==> config.mk <==
export PLATFORM = sky130hd
export DESIGN_NAME = pcnt_cascade
export DESIGN_NICKNAME = d
export VERILOG_FILES = /design/src/rtl/pcnt_pkg.sv /design/src/rtl/pcnt_mode_dec.sv /design/src/rtl/pcnt_stage.sv /design/src/rtl/pcnt_cascade.sv
export SDC_FILE = /design/constraint.sdc
export NUM_CORES = 1
export LEC_CHECK = 0
export BUFFER_PORTS_ARGS = -buffer_cell sky130_fd_sc_hd__buf_2
export CAP_MARGIN = 0
export CORE_AREA = 2 2 39 41
export DETAILED_ROUTE_END_ITERATION = 6
export DIE_AREA = 0 0 41 43
export PLACE_DENSITY = 0.65
export SETUP_SLACK_MARGIN = 0.02
export SYNTH_ARGS = -nofsm -noshare
export SYNTH_HDL_FRONTEND = slang
export SYNTH_SLANG_ARGS = --single-unit
==> constraint.sdc <==
create_clock -name clk -period 1.9 [get_ports clk]
set_input_delay 0.19 -clock clk [delete_from_list [all_inputs] [get_ports clk]]
set_output_delay 0.19 -clock clk [all_outputs]
set_load 0.02 [all_outputs]
==> src/rtl/pcnt_pkg.sv <==
package pcnt_pkg;

    // Operating mode of one counter stage, selected each edge by priority.
    typedef enum logic [1:0] {
        MODE_HOLD  = 2'd0,
        MODE_COUNT = 2'd1,
        MODE_LOAD  = 2'd2,
        MODE_CLEAR = 2'd3
    } mode_t;

endpackage

==> src/rtl/pcnt_mode_dec.sv <==
module pcnt_mode_dec
    import pcnt_pkg::*;
(
    input  logic  clear_n,
    input  logic  load_n,
    input  logic  en_par,
    input  logic  en_carry,
    output mode_t mode
);

    // Fixed priority: clear, then load, then count, else hold.
    always_comb begin
        if (!clear_n) begin
            mode = MODE_CLEAR;
        end else if (!load_n) begin
            mode = MODE_LOAD;
        end else if (en_par && en_carry) begin
            mode = MODE_COUNT;
        end else begin
            mode = MODE_HOLD;
        end
    end

endmodule

==> src/rtl/pcnt_stage.sv <==
module pcnt_stage
    import pcnt_pkg::*;
#(
    parameter int W = 4
) (
    input  logic         clk,
    input  logic         clear_n,
    input  logic         load_n,
    input  logic         en_par,
    input  logic         en_carry,
    input  logic [W-1:0] din,
    output logic [W-1:0] q,
    output logic         tc
);

    localparam logic [W-1:0] ALL_ONES = {W{1'b1}};
    localparam logic [W-1:0] ONE      = {{(W-1){1'b0}}, 1'b1};

    mode_t        mode;
    logic [W-1:0] cnt_q;

    pcnt_mode_dec u_dec (
        .clear_n (clear_n),
        .load_n  (load_n),
        .en_par  (en_par),
        .en_carry(en_carry),
        .mode    (mode)
    );

    // State register: one transition per mode.
    always_ff @(posedge clk) begin
        unique case (mode)
            MODE_CLEAR: cnt_q <= '0;
            MODE_LOAD:  cnt_q <= din;
            MODE_COUNT: cnt_q <= cnt_q + ONE;
            MODE_HOLD:  cnt_q <= cnt_q;
        endcase
    end

    // Outputs: carry enable reaches tc without a register.
    always_comb begin
        q  = cnt_q;
        tc = en_carry && (cnt_q == ALL_ONES);
    end

    // Assertions are armed once a clear has defined the state.
    logic armed_q;
    always_ff @(posedge clk) begin
        if (!clear_n) armed_q <= 1'b1;
    end

    p_clear_zero_r1: assert property (@(posedge clk) disable iff (armed_q !== 1'b1)
        !clear_n |=> (q == '0));
    p_load_data_r2: assert property (@(posedge clk) disable iff (armed_q !== 1'b1)
        (clear_n && !load_n) |=> (q == $past(din)));
    p_count_step_r3: assert property (@(posedge clk) disable iff (armed_q !== 1'b1)
        (clear_n && load_n && en_par && en_carry) |=> (q == $past(q) + ONE));
    p_hold_value_r4: assert property (@(posedge clk) disable iff (armed_q !== 1'b1)
        (clear_n && load_n && !(en_par && en_carry)) |=> $stable(q));
    p_wrap_zero_r5: assert property (@(posedge clk) disable iff (armed_q !== 1'b1)
        (clear_n && load_n && en_par && en_carry && q == ALL_ONES) |=> (q == '0));

endmodule

==> src/rtl/pcnt_cascade.sv <==
module pcnt_cascade #(
    parameter int STAGES  = 2,
    parameter int STAGE_W = 4
) (
    input  logic                         clk,
    input  logic                         clear_n,
    input  logic                         load_n,
    input  logic                         en_par,
    input  logic                         en_carry,
    input  logic [STAGES*STAGE_W-1:0]    din,
    output logic [STAGES*STAGE_W-1:0]    count,
    output logic                         tc_out
);

    localparam int TOT_W = STAGES * STAGE_W;

    // chain[k] is the carry enable of stage k; chain[STAGES] is the top flag.
    logic [STAGES:0] chain;

    assign chain[0] = en_carry;

    for (genvar g = 0; g < STAGES; g++) begin : g_stage
        pcnt_stage #(.W(STAGE_W)) u_stage (
            .clk     (clk),
            .clear_n (clear_n),
            .load_n  (load_n),
            .en_par  (en_par),
            .en_carry(chain[g]),
            .din     (din[g*STAGE_W +: STAGE_W]),
            .q       (count[g*STAGE_W +: STAGE_W]),
            .tc      (chain[g+1])
        );
    end

    assign tc_out = chain[STAGES];

    logic armed_q;
    always_ff @(posedge clk) begin
        if (!clear_n) armed_q <= 1'b1;
    end

    // Top flag implies the carry input and a full-ones state across all stages.
    always_comb begin
        if (tc_out === 1'b1) begin
            p_tc_full_r6: assert (en_carry && (count == {TOT_W{1'b1}}));
        end
    end

    // Upper stages move on count edges only when every lower stage is full.
    for (genvar k = 1; k < STAGES; k++) begin : g_chk
        p_upper_gated_r7: assert property (@(posedge clk) disable iff (armed_q !== 1'b1)
            (clear_n && load_n && !chain[k]) |=> $stable(count[k*STAGE_W +: STAGE_W]));
    end

endmodule

### Yosys cells after proc, flatten, opt, wreduce, memory -nomap -nowiden

Cells that the tools add are included.

| storage, ports and cells | value |
|---|---|
| register bits after elaboration | 8 |
| input bits | 13 |
| output and inout port bits | 9 |

| operators by class | value |
|---|---|
| add/sub/neg operators | 2 |
| equal/unequal tests | 8 |
| multiplexer cells | 8 |
| reduce and logical (&&, ||, !) cells | 6 |

Operator list:

| cell | count |
|---|---|
| one-hot mux 4 bit (3 select lines) | 2 |
| adder 4 x 1 -> 4 bit (second input constant) | 2 |
| == test 2 bit (second input constant) | 4 |
| == test 4 bit (second input constant) | 2 |
| two-way mux 2 bit | 4 |
| == test 2 x 1 -> 1 bit (second input constant) | 2 |
| logical AND 1 bit | 4 |
| zero test 2 bit | 2 |
| two-way mux 1 bit | 2 |

### Logic depth before layout (Yosys ltp)

| depth | value |
|---|---|
| depth in word-level cells | 8 |
| mapped depth | 4 |
| depth with buffers taken out | 4 |

### Hierarchy

Synthesis repeated with hierarchy kept, for this count alone.

| unflattened totals | value |
|---|---|
| cell total of the unflattened synthesis | 56 |
| area, all modules | 578.1 sq um |

Modules (own cells, without submodules):

| module | instances | cells each | area each (sq um) | sequential area each (sq um) |
|---|---|---|---|---|
| pcnt_stage | 2 | 25 | 276.5 | 120.1 |
| pcnt_mode_dec | 2 | 3 | 12.5 | 0.0 |

### Worst setup path after synthesis

Ideal clock, no wire load.

| timing | value |
|---|---|
| path type | register -> register |
| from | register g_stage[0].u_stage.cnt_q[0] |
| to | register g_stage[1].u_stage.cnt_q[0] (enable) |
| arrival time | 1.156 ns |
| data required time | 1.555 ns |
| slack | 0.399 ns |
| stages on the path, launching flop included | 4 |
| buffers on the path | 0 |
| clock period less this slack | 1.501 ns |
| path through | edfxtp_1 -> ha_1 -> nand3_1 -> o211ai_1 |

| on the way | value |
|---|---|
| longest elaborated chain between the ends | 7 |

Ends and longest elaborated chain:

| element | line | RTL |
|---|---|---|
| from (decl) | pcnt_stage.sv:20 | `logic [W-1:0] cnt_q;` |
| from (signal assigned) | pcnt_stage.sv:34 | `MODE_LOAD: cnt_q <= din;` |
| from (signal assigned) | pcnt_stage.sv:35 | `MODE_COUNT: cnt_q <= cnt_q + ONE;` |
| from (signal assigned) | pcnt_stage.sv:36 | `MODE_HOLD: cnt_q <= cnt_q;` |
| == test 4 bit | pcnt_stage.sv:43 | `tc = en_carry && (cnt_q == ALL_ONES);` |
| logical AND 1 bit | pcnt_stage.sv:43 |  |
| logical AND 1 bit | pcnt_mode_dec.sv:17 | `end else if (en_par && en_carry) begin` |
| two-way mux 1 bit | pcnt_mode_dec.sv:17 |  |
| two-way mux 2 bit | pcnt_mode_dec.sv:15 | `end else if (!load_n) begin` |
| two-way mux 2 bit | pcnt_mode_dec.sv:13 | `if (!clear_n) begin` |
| zero test 2 bit | pcnt_stage.sv:32 | `unique case (mode)` |
| to (signal assigned) | pcnt_stage.sv:34 |  |
| to (signal assigned) | pcnt_stage.sv:35 |  |
| to (signal assigned) | pcnt_stage.sv:36 |  |
| to (decl) | pcnt_stage.sv:20 |  |

No other way between the ends.
A chain may end at the register's enable or synchronous reset.

### Final worst setup path

| timing | value |
|---|---|
| from | register g_stage[0].u_stage.cnt_q[0] |
| to | output tc_out |

| on the way | value |
|---|---|
| longest elaborated chain between the ends | 3 |

Ends and longest elaborated chain:

| element | line | RTL |
|---|---|---|
| == test 4 bit | pcnt_stage.sv:43 |  |
| logical AND 1 bit (2 in a row) | pcnt_stage.sv:43 |  |
| to (decl) | pcnt_cascade.sv:12 | `output logic tc_out` |

No other way between the ends.

==> impl_metrics.py <==
metrics = {
    "power": {
        "power_density_nw_per_um2": 720.3,
        "p_leak_nw": 0.2690,
        "peakVddDrop_mv": 0.2557,
    },
    "worst_setup_path": {
        "crit_path_end_kind": "primary output",
        "r2r_cells": 3,
        "r2r_end": "g_stage[1].u_stage.q[2]",
        "critPathLaunchType": "register",
        "required_ns": 1.71,
        "timing_worst_setup_path_type": "register to primary output",
        "rrSetupSlack_ns": 0.41,
        "regToRegStartpoint": "g_stage[0].u_stage.q[0]",
        "arrival_ns": 1.31,
        "crit_fanout": 4,
    },
    "logic_synthesis": {
        "ys_seq_area_frac": 0.5246,
        "synth-seq-cells": 8,
        "netlist_area_sq_um": 457.9,
        "synth_adder_area_share": 0.05464,
        "async_flop_share": 0,
        "synth_edf_count": 8,
        "synthFlopType": "edfxtp_1",
        "synth_mux_area_frac": 0,
        "avgSynthCellArea_sq_um": 11.45,
        "synth_common_cells": "8 x edfxtp_1, 6 x nand2_1, 4 x nand3_1, 4 x o21ai_0, 3 x a22o_2",
        "yosys-top-cells-area": "edfxtp_1 52%, a22o_2 6.6%, ha_1 5.5%",
        "synthDistinctLibCells": 17,
        "ys.warnings.count": 0,
        "synth_top_family_by_area": "simple AND/OR/NAND/NOR gates",
        "synthCells": 40,
        "synth_simple_gate_area_frac": 0.1694,
        "synth-xor-area-share": 0.07650,
        "synth_top_area_frac": 0.5246,
        "synth_most_common_cell": "edfxtp_1",
        "synth-compound-area-share": 0.1421,
        "synth_nets": 55,
        "synth_top_cell_by_area": "edfxtp_1",
    },
    "clock_tree": {
        "clk-insertion-delay-late_ns": 0.25,
        "cts.clk_slew.worst_paths_ns": 0.06,
        "cts_sinks": 8,
        "htreeDepth": 1,
        "ctsRootBufferMaster": "clkbuf_4",
        "cts_made_buffers": 3,
        "clk_path_buf_depth": 2,
        "ctsHoldBuffers": 0,
        "cts_tree": "done",
        "cts_setup_buffers": 0,
        "cts_resized": 0,
    },
    "placement": {
        "gp_congestion": 0.7595,
        "io_buffer_count": 21,
        "place_worst_setup_slack_ns": 0.4055,
        "hpwl_microns": 815.2,
    },
    "global_routing": {
        "grt_use_total": 0.1417,
        "grt_use_met2": 0.1969,
        "grt_first_pass_wirelength_microns": 1676,
        "busiest_layer": "met2",
        "grt_pass1_vias": 402,
        "grt_overflow": 0,
        "antenna_found_initial": 0,
        "use_met3": 0.03665,
        "gr-usage-met1": 0.1914,
        "grt_max_degree": 9,
    },
    "final_layout": {
        "final_nets": 80,
        "diodes": 0,
        "drive_above_1_share": 0.4603,
        "area_delta_synth_final_pct": 29.78,
        "largest_register_ffs": 8,
    },
    "die": {
        "rows": 14,
        "die_w_microns": 41,
        "die_y_microns": 43,
        "coreArea_sq_um": 1384,
        "io_pins": 22,
        "design.die.area_sq_um": 1763,
        "start_util": 0.3309,
    },
    "sta": {
        "finalWorstSetupSlack_ns": 0.4016,
        "finalSetupViolations": 0,
        "slew_headroom": 0.6093,
        "rsz0062_at_grt": "false",
        "fin_tns_setup_ns": 0,
        "period_share": 0.7886,
        "tightestPinTransition_ns": 0.5848,
        "maxSlewViolCount": 0,
        "period_minus_slack_ns": 1.498,
        "fin_skew_ns": 0.003916,
        "hold_viol_final": 0,
        "timing.fmax_mhz": 667.4,
        "timing.hold.ws_ns": 0.2098,
    },
    "routing": {
        "antenna_left": 0,
        "drt_iter0_drc": 19,
        "avgRoutedWirePerCell_microns": 13.20,
        "avgViaCountPerCell": 5.329,
        "route.detailed.drc": 0,
        "num_vias": 421,
        "postRouteWirelength_microns": 1043,
        "drtPass1Iterations": 6,
    },
    "worst_hold_path": {
        "worstHoldEndpoint": "g_stage[0].u_stage.q[3]",
        "hold_class": "input port to register",
        "min_from": "din[3]",
        "worstHoldPathCells": 3,
    },
    "run_status": {
        "status": "completed",
    },
    "job": {
        "cap_violations": 0,
    },
}
[metal layers]
layer,vias to the layer above,routed length (microns),share of wire
li1,200,-,-
met1,196,453,0.43
met2,23,486,0.47
met3,2,88,0.084
met4,0,14,0.013
met5,-,0,0
[cells in the final DEF (no fill, tap or decap), drive strengths merged]
cell type	netlist	final
buf	1	21
edfxtp	8	8
nand2	6	6
nor2b	1	1
nor2	2	2
a22o	3	3
xnor2	2	2
inv	1	1
ha	2	2
xor2	2	2
clkbuf	0	3
nand3	4	4
o211ai	1	1
o31ai	1	1
nand4	2	2
o21ai	4	4
[metrics by stage]
step                total power, mW  area [sq um]  instances    util
detailed placement           0.3020         571.8         76  0.4132
finish                       0.4281         594.3         79  0.4295
floorplan                    0.2685         457.9         40       -
global placement             0.3004         571.8         76  0.4132
global route                 0.4525         594.3         79  0.4295
CTS                          0.4305         594.3         79  0.4295
[cell type report]
class | instances | area, sq um
tap | 16 | 20.02
fill | 147 | 789.5
sequential | 8 | 240.2
multi-input combinational | 30 | 202.7
clock buffer | 3 | 22.52
inverter | 1 | 3.754
timing repair buffer | 21 | 105.1
[where the power goes]
group	leakage, nW	total [mW]	switching [mW]	internal, mW
clock network	0.0138	0.130	0.0573	0.0723
logic	0.166	0.0744	0.0433	0.0310
registers	0.0889	0.224	0.0140	0.210
[worst max-delay path: stages, from the launching register on]
cell and delay [ns]:
edfxtp_1 0.43, ha_1 0.26, nand3_1 0.15, nor2_1 0.06
buf_2 0.16
[cells by family (layout without fill, tap and decap cells)]
group	count (synthesis)	count (layout)
buf+inv	2	25
compound gates	9	9
fa+ha+maj	2	2
flops	8	8
xor+xnor	4	4
simple gates	15	15
[how the worst max path moves through the flow]
| stage | depth (start not counted) | slack, ns | endpoint | startpoint |
|---|---|---|---|---|
| after global placement | 3 | 0.50 | g_stage[1].u_stage.q[3] | g_stage[0].u_stage.q[0] |
| after floorplan | 3 | 0.40 | g_stage[1].u_stage.q[0] | g_stage[0].u_stage.q[0] |
| after detailed placement | 3 | 0.41 | g_stage[1].u_stage.q[3] | g_stage[0].u_stage.q[0] |
| final | 4 | 0.40 | tc_out | g_stage[0].u_stage.q[0] |
| after global routing | 4 | 0.31 | tc_out | g_stage[0].u_stage.q[0] |
| after CTS | 4 | 0.39 | tc_out | g_stage[0].u_stage.q[0] |
(Power assumes the default switching activity.)
